===== src/rtl/pcb_pkg.sv =====
package pcb_pkg;
    localparam int REG_AW = 3;

    localparam logic [REG_AW-1:0] A_SELECT   = 3'd0;
    localparam logic [REG_AW-1:0] A_CONTROL  = 3'd1;
    localparam logic [REG_AW-1:0] A_ASSIGN   = 3'd2;
    localparam logic [REG_AW-1:0] A_COUNT_LO = 3'd3;
    localparam logic [REG_AW-1:0] A_COUNT_HI = 3'd4;
    localparam logic [REG_AW-1:0] A_SNAP_LO  = 3'd5;
    localparam logic [REG_AW-1:0] A_SNAP_HI  = 3'd6;
    localparam logic [REG_AW-1:0] A_BUILD    = 3'd7;

    localparam int CTL_RUN_BIT  = 0;
    localparam int CTL_SNAP_BIT = 1;

    typedef enum logic [1:0] {
        SNAP_IDLE    = 2'd0,
        SNAP_CAPTURE = 2'd1,
        SNAP_RELEASE = 2'd2
    } snap_state_t;
endpackage


===== src/rtl/pcb_counter.sv =====
module pcb_counter #(
    parameter int W        = 48,
    parameter int NUM_COND = 16,
    parameter int COND_W   = 4
) (
    input  logic                clk,
    input  logic                rst_n,
    input  logic                run,
    input  logic [NUM_COND-1:0] ev,
    input  logic                cfg_we,
    input  logic                lo_we,
    input  logic                hi_we,
    input  logic [31:0]         wdata,
    output logic [W-1:0]        count,
    output logic [COND_W-1:0]   cond_sel,
    output logic [31:0]         rd_lo,
    output logic [31:0]         rd_hi
);
    logic          cond_ok;
    logic          hit;
    logic [W-1:0]  hi_merged;
    logic [W-1:0]  nxt;

    assign cond_ok = ({1'b0, cond_sel} < (COND_W+1)'(NUM_COND));
    assign hit     = run && (cond_sel != '0) && cond_ok && ev[cond_sel];
    assign rd_lo   = count[31:0];

    generate
        if (W > 32) begin : g_wide
            assign hi_merged = {wdata[W-33:0], count[31:0]};
            assign rd_hi     = 32'(count[W-1:32]);
        end else begin : g_narrow
            assign hi_merged = count;
            assign rd_hi     = '0;
        end
    endgenerate

    always_comb begin
        nxt = count;
        if (lo_we) begin
            nxt[31:0] = wdata;
        end else if (hi_we) begin
            nxt = hi_merged;
        end else if (hit) begin
            nxt = count + 1'b1;
        end
    end

    always_ff @(posedge clk) begin
        if (!rst_n) begin
            count    <= '0;
            cond_sel <= '0;
        end else begin
            count <= nxt;
            if (cfg_we) cond_sel <= wdata[COND_W-1:0];
        end
    end
endmodule


===== src/rtl/pcb_snap_ctl.sv =====
module pcb_snap_ctl
    import pcb_pkg::*;
(
    input  logic        clk,
    input  logic        rst_n,
    input  logic        req,
    input  logic [31:0] sel_lo,
    input  logic [31:0] sel_hi,
    output logic        busy,
    output snap_state_t state_o,
    output logic [31:0] snap_lo,
    output logic [31:0] snap_hi
);
    snap_state_t state_q;
    snap_state_t state_d;
    logic        capture;

    always_ff @(posedge clk) begin
        if (!rst_n) state_q <= SNAP_IDLE;
        else        state_q <= state_d;
    end

    always_comb begin
        state_d = state_q;
        unique case (state_q)
            SNAP_IDLE:    if (req) state_d = SNAP_CAPTURE;
            SNAP_CAPTURE: state_d = SNAP_RELEASE;
            SNAP_RELEASE: state_d = SNAP_IDLE;
            default:      state_d = SNAP_IDLE;
        endcase
    end

    always_comb begin
        capture = 1'b0;
        busy    = 1'b0;
        unique case (state_q)
            SNAP_IDLE:    ;
            SNAP_CAPTURE: begin capture = 1'b1; busy = 1'b1; end
            SNAP_RELEASE: busy = 1'b1;
            default:      ;
        endcase
    end

    assign state_o = state_q;

    always_ff @(posedge clk) begin
        if (!rst_n) begin
            snap_lo <= '0;
            snap_hi <= '0;
        end else if (capture) begin
            snap_lo <= sel_lo;
            snap_hi <= sel_hi;
        end
    end
endmodule


===== src/rtl/perf_counter_bank.sv =====
module perf_counter_bank
    import pcb_pkg::*;
#(
    parameter int NUM_CTR  = 4,
    parameter int SIZE_SEL = 1,
    parameter int NUM_COND = 16,
    parameter int IDX_W    = 8
) (
    input  logic                clk,
    input  logic                rst_n,
    input  logic [NUM_COND-1:0] ev_in,
    input  logic [2:0]          bus_addr,
    input  logic                bus_we,
    input  logic [31:0]         bus_wdata,
    output logic [31:0]         bus_rdata
);
    localparam int CTR_W  = 32 + 16 * SIZE_SEL;
    localparam int COND_W = (NUM_COND > 1) ? $clog2(NUM_COND) : 1;

    logic [IDX_W-1:0]   sel_idx;
    logic               run_en;
    logic [15:0]        ctl_keep;
    logic               idx_ok;
    logic               wr_sel, wr_ctl, wr_cfg, wr_lo, wr_hi;
    logic [NUM_CTR-1:0] cfg_we, lo_we, hi_we;
    logic [CTR_W-1:0]   ctr_val  [NUM_CTR];
    logic [COND_W-1:0]  cond_val [NUM_CTR];
    logic [31:0]        ctr_lo   [NUM_CTR];
    logic [31:0]        ctr_hi   [NUM_CTR];
    logic [31:0]        sel_lo, sel_hi, sel_cfg;
    logic               snap_busy;
    snap_state_t        snap_state;
    logic [31:0]        snap_lo, snap_hi;
    logic [31:0]        rd_d;

    assign idx_ok = ({1'b0, sel_idx} < (IDX_W+1)'(NUM_CTR));
    assign wr_sel = bus_we && (bus_addr == A_SELECT);
    assign wr_ctl = bus_we && (bus_addr == A_CONTROL);
    assign wr_cfg = bus_we && (bus_addr == A_ASSIGN);
    assign wr_lo  = bus_we && (bus_addr == A_COUNT_LO);
    assign wr_hi  = bus_we && (bus_addr == A_COUNT_HI);

    genvar gi;
    generate
        for (gi = 0; gi < NUM_CTR; gi++) begin : g_ctr
            logic hit_sel;
            assign hit_sel    = idx_ok && (sel_idx == IDX_W'(gi));
            assign cfg_we[gi] = wr_cfg && hit_sel;
            assign lo_we[gi]  = wr_lo && hit_sel;
            assign hi_we[gi]  = wr_hi && hit_sel;

            pcb_counter #(
                .W(CTR_W), .NUM_COND(NUM_COND), .COND_W(COND_W)
            ) u_ctr (
                .clk(clk), .rst_n(rst_n), .run(run_en), .ev(ev_in),
                .cfg_we(cfg_we[gi]), .lo_we(lo_we[gi]), .hi_we(hi_we[gi]),
                .wdata(bus_wdata), .count(ctr_val[gi]), .cond_sel(cond_val[gi]),
                .rd_lo(ctr_lo[gi]), .rd_hi(ctr_hi[gi])
            );
        end
    endgenerate

    always_comb begin
        sel_lo  = '0;
        sel_hi  = '0;
        sel_cfg = '0;
        for (int i = 0; i < NUM_CTR; i++) begin
            if (idx_ok && (sel_idx == IDX_W'(i))) begin
                sel_lo  = ctr_lo[i];
                sel_hi  = ctr_hi[i];
                sel_cfg = 32'(cond_val[i]);
            end
        end
    end

    pcb_snap_ctl u_snap (
        .clk(clk), .rst_n(rst_n),
        .req(wr_ctl && bus_wdata[CTL_SNAP_BIT]),
        .sel_lo(sel_lo), .sel_hi(sel_hi),
        .busy(snap_busy), .state_o(snap_state),
        .snap_lo(snap_lo), .snap_hi(snap_hi)
    );

    always_ff @(posedge clk) begin
        if (!rst_n) begin
            sel_idx  <= '0;
            run_en   <= 1'b0;
            ctl_keep <= '0;
        end else begin
            if (wr_sel) sel_idx <= bus_wdata[IDX_W-1:0];
            if (wr_ctl) begin
                run_en   <= bus_wdata[CTL_RUN_BIT];
                ctl_keep <= bus_wdata[31:16];
            end
        end
    end

    always_comb begin
        rd_d = '0;
        unique case (bus_addr)
            A_SELECT:   rd_d = 32'(sel_idx);
            A_CONTROL:  rd_d = {ctl_keep, 14'd0, snap_busy, run_en};
            A_ASSIGN:   rd_d = sel_cfg;
            A_COUNT_LO: rd_d = sel_lo;
            A_COUNT_HI: rd_d = sel_hi;
            A_SNAP_LO:  rd_d = snap_lo;
            A_SNAP_HI:  rd_d = snap_hi;
            A_BUILD:    rd_d = {16'd0, 8'(NUM_CTR), 4'(SIZE_SEL), 3'd0, 1'b1};
            default:    rd_d = '0;
        endcase
    end

    always_ff @(posedge clk) begin
        if (!rst_n) bus_rdata <= '0;
        else        bus_rdata <= rd_d;
    end
endmodule


===== config.mk =====
export PLATFORM = sky130hd
export DESIGN_NAME = perf_counter_bank
export DESIGN_NICKNAME = d
export VERILOG_FILES = /design/src/rtl/pcb_pkg.sv /design/src/rtl/pcb_counter.sv /design/src/rtl/pcb_snap_ctl.sv /design/src/rtl/perf_counter_bank.sv
export SDC_FILE = /design/constraint.sdc
export NUM_CORES = 1
export LEC_CHECK = 0
export BUFFER_PORTS_ARGS = -buffer_cell sky130_fd_sc_hd__buf_4
export CAP_MARGIN = 20
export CORE_AREA = 2 2 237 239
export DETAILED_ROUTE_END_ITERATION = 8
export DIE_AREA = 0 0 239 241
export MAX_ROUTING_LAYER = met4
export PLACE_DENSITY = 0.63
export SYNTH_ARGS = -nofsm -noshare
export SYNTH_HDL_FRONTEND = slang
export SYNTH_HIERARCHICAL = 1
export SYNTH_SLANG_ARGS = --single-unit

===== constraint.sdc =====
create_clock -name clk -period 2.8 [get_ports clk]
set_input_delay 0.56 -clock clk [delete_from_list [all_inputs] [get_ports clk]]
set_output_delay 0.56 -clock clk [all_outputs]
set_load 0.005 [all_outputs]

==> results of run 1 <==
==> how the worst max path moves through the flow <==
| stage | start | end |
|---|---|---|
| finish | sel_idx[5] | g_ctr[2].u_ctr/count[15] |
| global route | g_ctr[0].u_ctr/cond_sel[0] | g_ctr[0].u_ctr/count[16] |
| CTS | sel_idx[5] | g_ctr[2].u_ctr/count[46] |
| detailed placement | sel_idx[5] | g_ctr[2].u_ctr/count[46] |
| global placement | sel_idx[5] | g_ctr[2].u_ctr/count[15] |
| floorplan | sel_idx[5] | g_ctr[0].u_ctr/count[38] |
==> cell families after synthesis <==
group,share of synthesized area
simple gates,0.210
compound gates,0.224
buf+inv,0.135
flops,0.282
mux,0.116
xor+xnor,0.0283
fa+ha+maj,0.00425
other cells,0.000638
==> registers in the layout, indices dropped and copies added (netlist names) <==
signal	count
g_ctr.u_ctr/count	192
bus_rdata	32
u_snap/snap_hi	32
u_snap/snap_lo	32
ctl_keep	16
g_ctr.u_ctr/cond_sel	16
sel_idx	8
u_snap/state_o	2
run_en	1
==> stage by stage <==
| step | instance area (um^2) | power, W |
|---|---|---|
| 2_1_floorplan | 23800 | 0.00613 |
| 3_3_place_gp | 23900 | 0.00650 |
| 3_5_place_dp | 23900 | 0.00652 |
| 4_1_cts | 25300 | 0.0124 |
| 5_1_grt | 25400 | 0.0127 |
| 6_report | 25400 | 0.0123 |
==> area by class of cell <==
type                       count  area, um^2  area share
sequential                   331        6630       0.262
clock buffer                  57        1220      0.0481
clock inverter                19         249     0.00982
antenna                        2        5.00    0.000197
tap                          704         881      0.0347
multi-input combinational   1974       14100       0.555
inverter                      57         218     0.00858
timing repair buffer         255        2080      0.0821
==> worst min-delay path, delay by kind of cell <==
family | cells | cell delay, ns
buf+inv | 1 | 0.15
simple gates | 1 | 0.06
compound gates | 1 | 0.06
==> metal layers <==
metal	part of all wire	vias up	track usage
met3	0.10	226	0.0469
met1	0.41	10700	0.422
met4	0.050	0	0.151
met2	0.44	1216	0.475
met5	0	-	-
li1	-	9684	-
==> cell usage after synthesis (9+ instances only) <==
cell | count | share of area
nor3_1 | 55 | 0.012
a21boi_0 | 29 | 0.0093
mux2i_1 | 94 | 0.040
o21ai_0 | 205 | 0.044
a22oi_1 | 15 | 0.0048
a2111oi_4 | 27 | 0.032
a21oi_1 | 139 | 0.030
buf_4 | 268 | 0.086
and3_1 | 95 | 0.025
a222oi_1 | 19 | 0.0081
mux2_2 | 9 | 0.0043
o21a_1 | 13 | 0.0041
and2_1 | 12 | 0.0032
a22o_1 | 35 | 0.013
a31o_2 | 21 | 0.0078
a31oi_1 | 28 | 0.0074
a221oi_1 | 16 | 0.0060
o21ai_1 | 9 | 0.0019
dfxtp_1 | 331 | 0.28
buf_2 | 44 | 0.0094
o31ai_1 | 16 | 0.0051
nor2_1 | 100 | 0.016
mux4_2 | 75 | 0.072
buf_6 | 12 | 0.0057
or3_1 | 27 | 0.0072
nor2b_1 | 86 | 0.023
inv_1 | 56 | 0.0089
and4_1 | 22 | 0.0082
nor4_1 | 30 | 0.0080
clkbuf_1 | 109 | 0.017
nand3_1 | 107 | 0.023
nand2_1 | 275 | 0.044
xnor2_1 | 75 | 0.028
o22ai_1 | 9 | 0.0024
a32o_1 | 10 | 0.0043
o41ai_1 | 11 | 0.0041
buf_1 | 15 | 0.0024
nand4_1 | 65 | 0.017
a21o_1 | 13 | 0.0041
a211oi_1 | 33 | 0.011
==> repair_timing <==
item	CTS	global route
setup endpoints to repair	0	71
gates resized for setup	0	9
setup buffers	0	1
==> power by group <==
group	total (W)	internal [W]	switching (W)
registers	0.00492	0.00482	0.000101
logic	0.00154	0.000631	0.000909
clock network	0.00587	0.00359	0.00228
total	0.0123	0.00904	0.00329
==> run metrics, run 1 <==
Overflow after GRT=0; hold_sp=bus_wdata[23]; worst r2r path cells=9; synthesized instance count=2,761; worst flop-to-flop path startpoint=sel_idx[5]; commonest non-fill, non-tap cells in the layout=329 x dfxtp_1, 275 x nand2_1, 239 x buf_4, 205 x o21ai_0, 139 x a21oi_1; Placer Congestion=1.01; Seq cells post-synth=331; DRT Pass-1 Iters=6; worst path required time=3.26 ns; Slowest-stage cell, CP=nor4_4; drt wl/cell=26.5 um; Critical Path Sink Type=register; Buf/Inv on CP=3; hold endpoint=ctl_keep[7]; wirelength, routed=90,000 um; delay of the slowest cell on the worst path=0.39 ns; Worst EP arrival=3.17 ns; VDD IR max=375 uV; number of port buffers=85; fmax=0.369 GHz; most common cell after layout, fill and taps aside=dfxtp_1; Yosys warning count=6; all-layer global routing usage=0.318; reg2reg end=g_ctr[2].u_ctr/count[15]; sequential area share after synthesis=0.282; largest net degree at the start of global routing=67; max-cap check violation count=0; Tcrit/Tclk final=0.967; fin. max-slew vios=0; Hold Buf Count CTS=0; I/O pin count=86; delay-heaviest family, CP=simple AND/OR/NAND/NOR gates; H-tree level count=2; # nets final=2,722; Finished Layout Cells=3,399; Crit Path Max Fanout=30; worst hold path depth=3; worst setup margin=0.0918 ns; fill cell count=5,295; share of cells above drive strength 1=0.192; Pwr Density=486 nW/um^2; Period minus WS final=2.71 ns; EDFF count, synth=0; Synth Flop Type=dfxtp_1; LEAKAGE=8.23 nW; Core Util, Final=0.462; Rows=86; Root Driver=clkbuf_16; Mean Syn Cell Area=8.52 um^2; r2r setup slk=0.09 ns; CTS buffer count=41; worst skew pair latency=0.58 ns; clock skew=0.0132 ns; post-route ant nets=0; Die W=239 um; setup violators final=0; vias in the first global route=20,500; crit path launch type=register; clock sinks=331; DRC=0; TNS Setup=0 ns; worst slew margin relative to its limit=0.407; share of flip-flops with an asynchronous set or reset=0; CTS tree=done; Crit Path Class=reg -> reg; Core Box Area=54,900 um^2; status=finished, final reports clean; total number of vias=21,800; post-synth cell types=89; Chip Height=241 um; Cell Area, Synth=23,500 um^2; final hold violations=0; Least-Margin Pin Slew=0.887 ns; Initial Util=0.429; cell chain of the critical path=nor4_4, and2_2, nand4b_1, nor2_2, buf_6, inv_1, buf_4, o21ai_0, a21oi_1; antenna violations before repair=6; Worst path depth=9; Vias/cell=6.41; first-pass GRT wire length=133,000 um; RSZ-0062 raised after global routing=false; Worst-path clk slew=0.06 ns; Setup Slack @ Placement=0.0700 ns; Placed Cells=3,320; HP Class=in -> reg; number of DRC markers in iteration 0=2,739; post-DP HPWL=66,000 um; clock buffer depth=3; DIE AREA=57,600 um^2; hold_ws=0.312 ns; layout overhead on the synthesized area=7.80%
Power figures use the tool's default switching activity.
==> inputs of run 2 (changes only) <==
--- a/config.mk
+++ b/config.mk
@@ -7,11 +7,11 @@
 export LEC_CHECK = 0
 export BUFFER_PORTS_ARGS = -buffer_cell sky130_fd_sc_hd__buf_4
 export CAP_MARGIN = 20
-export CORE_AREA = 2 2 237 239
+export CORE_AREA = 10 10 254 256
 export DETAILED_ROUTE_END_ITERATION = 8
-export DIE_AREA = 0 0 239 241
+export DIE_AREA = 0 0 264 266
 export MAX_ROUTING_LAYER = met4
-export PLACE_DENSITY = 0.63
+export PLACE_DENSITY = 0.59
 export SYNTH_ARGS = -nofsm -noshare
 export SYNTH_HDL_FRONTEND = slang
 export SYNTH_HIERARCHICAL = 1
==> run metrics, run 2 (same netlist as run 1, synthesis figures left out) <==
sequential share of power=0.391 (-0.008); Post-CTS Resized=0 (unchanged); Reg with most FFs=g_ctr.u_ctr/count; total number of vias=21,700 (-0.57%); status=finished, final reports clean; DRC=0 (unchanged); LEAKAGE=8.28 nW (+0.53%); share of cells above drive strength 1=0.190 (-0.00283); Critical Path Sink Type=register; Initial Util=0.394 (-0.0345); DRT Pass-1 Iters=9 (+3); Internal=0.00923 W (+2.2%); DP Area=24,000 um^2 (+0.58%); Crit Path Class=reg -> reg; Rows=90 (+4.7%); Worst-path clk slew=0.06 ns (about the same); Tcrit/Tclk final=0.971 (+0.00385); Root Driver=clkbuf_16; max-cap check violation count=0 (unchanged); clock skew=0.0175 ns (+0.00424 ns); fill cell count=5,901 (+11%); worst path required time=3.31 ns (+0.05 ns); post-route ant nets=0 (unchanged); Core Util, Final=0.428 (-0.0340); drt wl/cell=26.5 um (about the same); max reg flops=192 (unchanged); VDD IR max=418 uV (+11%); Least-Margin Pin Slew=0.974 ns (+0.0869 ns); Final Cell Area=25,500 um^2 (+0.74%); cell chain of the critical path=and4_1, and4_1, nand3_1, nor3_1, a22oi_1, o22ai_1; most common cell after layout, fill and taps aside=dfxtp_1; GR Util met2=0.384 (-0.0912); global route hottest layer=met2; commonest non-fill, non-tap cells in the layout=329 x dfxtp_1, 275 x nand2_1, 233 x buf_4, 205 x o21ai_0, 139 x a21oi_1; Slowest-stage cell, CP=nor3_1; all-layer global routing usage=0.257 (-0.0605); I/O pin count=86 (unchanged); antenna violations before repair=6 (unchanged); number of DRC markers in iteration 0=2,403 (-12%); Chip Height=266 um (+10%); worst setup margin=0.0810 ns (-0.0108 ns); H-tree level count=2 (unchanged); # nets final=2,720 (-0.073%); clock buffer depth=3 (unchanged); RSZ-0062 raised after global routing=false; worst skew pair latency=0.59 ns (about the same); grt met1 use=0.340 (-0.0815); Vias/cell=6.23 (-2.8%); Placer Congestion=1.00 (-1.2%); Clock Power Share=0.488 (+0.012); first-pass GRT wire length=135,000 um (+1.8%); CTS tree=done; layout overhead on the synthesized area=8.60%; HP Class=in -> reg; post-DP HPWL=67,000 um (+1.6%); worst slew margin relative to its limit=0.349 (-0.0581); crit path launch type=register; delay of the slowest cell on the worst path=0.60 ns (+0.21 ns); Hold Buf Count CTS=0 (unchanged); Setup Slack @ Placement=0.140 ns (+0.0700 ns); Die W=264 um (+10%); TNS Setup=0 ns (unchanged); CTS buffer count=43 (+4.9%); clock sinks=331 (unchanged); DIE AREA=70,200 um^2 (+22%); met3 Use GR=0.0443 (-0.00264); setup violators final=0 (unchanged); Period minus WS final=2.72 ns (+0.0108 ns); largest net degree at the start of global routing=97 (+45%); Worst EP arrival=3.23 ns (+0.06 ns); reported net switching power=0.00333 W (+1.3%); Comb power frac=0.121 (-0.004); register area=6630 um^2 (unchanged); combined area of the multi-input logic cells=14,100 um^2 (about the same); Core Box Area=59,700 um^2 (+8.8%); critical path's most frequent cell=and4_1; Finished Layout Cells=3,476 (+2.3%); sw frac=0.265 (-0.00165); number of port buffers=85 (unchanged); wirelength, routed=92,000 um (+2.3%); Placed Cells=3,395 (+2.3%); Crit Path Max Fanout=9 (-70%); vias in the first global route=20,600 (+0.24%); final hold violations=0 (unchanged); fmax=0.368 GHz (-0.40%); Pwr Density=492 nW/um^2 (+1.2%); Overflow after GRT=0 (unchanged); fin. max-slew vios=0 (unchanged); Post-CTS Setup Inserts=0 (unchanged)
[run 2: stage by stage]
step,hold WS (ns),power (W)
floorplan,0.438,0.00613
global placement,0.445,0.00647
detailed placement,0.461,0.00650
CTS,0.290,0.0126
global route,0.314,0.0129
finish,0.319,0.0126
[run 2: per-layer routing]
layer | part of all wire | vias up
met5 | 0 | -
met4 | 0.041 | 0
met3 | 0.094 | 191
met2 | 0.44 | 1120
met1 | 0.43 | 10700
li1 | - | 9701
[run 2: layout make-up]
cell class	instances	area share
sequential	331	0.260
tap	782	0.0383
multi-input combinational	1974	0.550
antenna	3	0.000294
clock inverter	17	0.0108
clock buffer	61	0.0499
inverter	57	0.00837
timing repair buffer	251	0.0823
[run 2: worst max-delay path: cells and delay by family (launching register included)]
family             cells  cell delay [ns]
and+or+nand+nor        4             1.82
DFF                    1             0.54
AOI/OAI and AO/OA      2             0.29
[run 2: worst paths after layout]
kind | slack [ns] | start | cells past startpoint | end
setup / recovery | 0.08 | g_ctr[2].u_ctr/count[10] | 6 | g_ctr[2].u_ctr/count[47]
hold / removal | 0.32 | bus_wdata[31] | 3 | g_ctr[0].u_ctr/count[31]
setup reg to reg | 0.08 | g_ctr[2].u_ctr/count[10] | 6 | g_ctr[2].u_ctr/count[47]
hold reg to reg | 0.47 | ctl_keep[7] | 2 | ctl_keep[7]
[run 2: power groups by stage]
stage                     Clock [W]  Combinational (W)  Sequential (W)
after floorplan                   0            0.00115         0.00498
after global placement            0            0.00146         0.00501
after detailed placement          0            0.00149         0.00501
after CTS                   0.00622            0.00149         0.00491
after global routing        0.00640            0.00160         0.00492
final                       0.00613            0.00152         0.00492
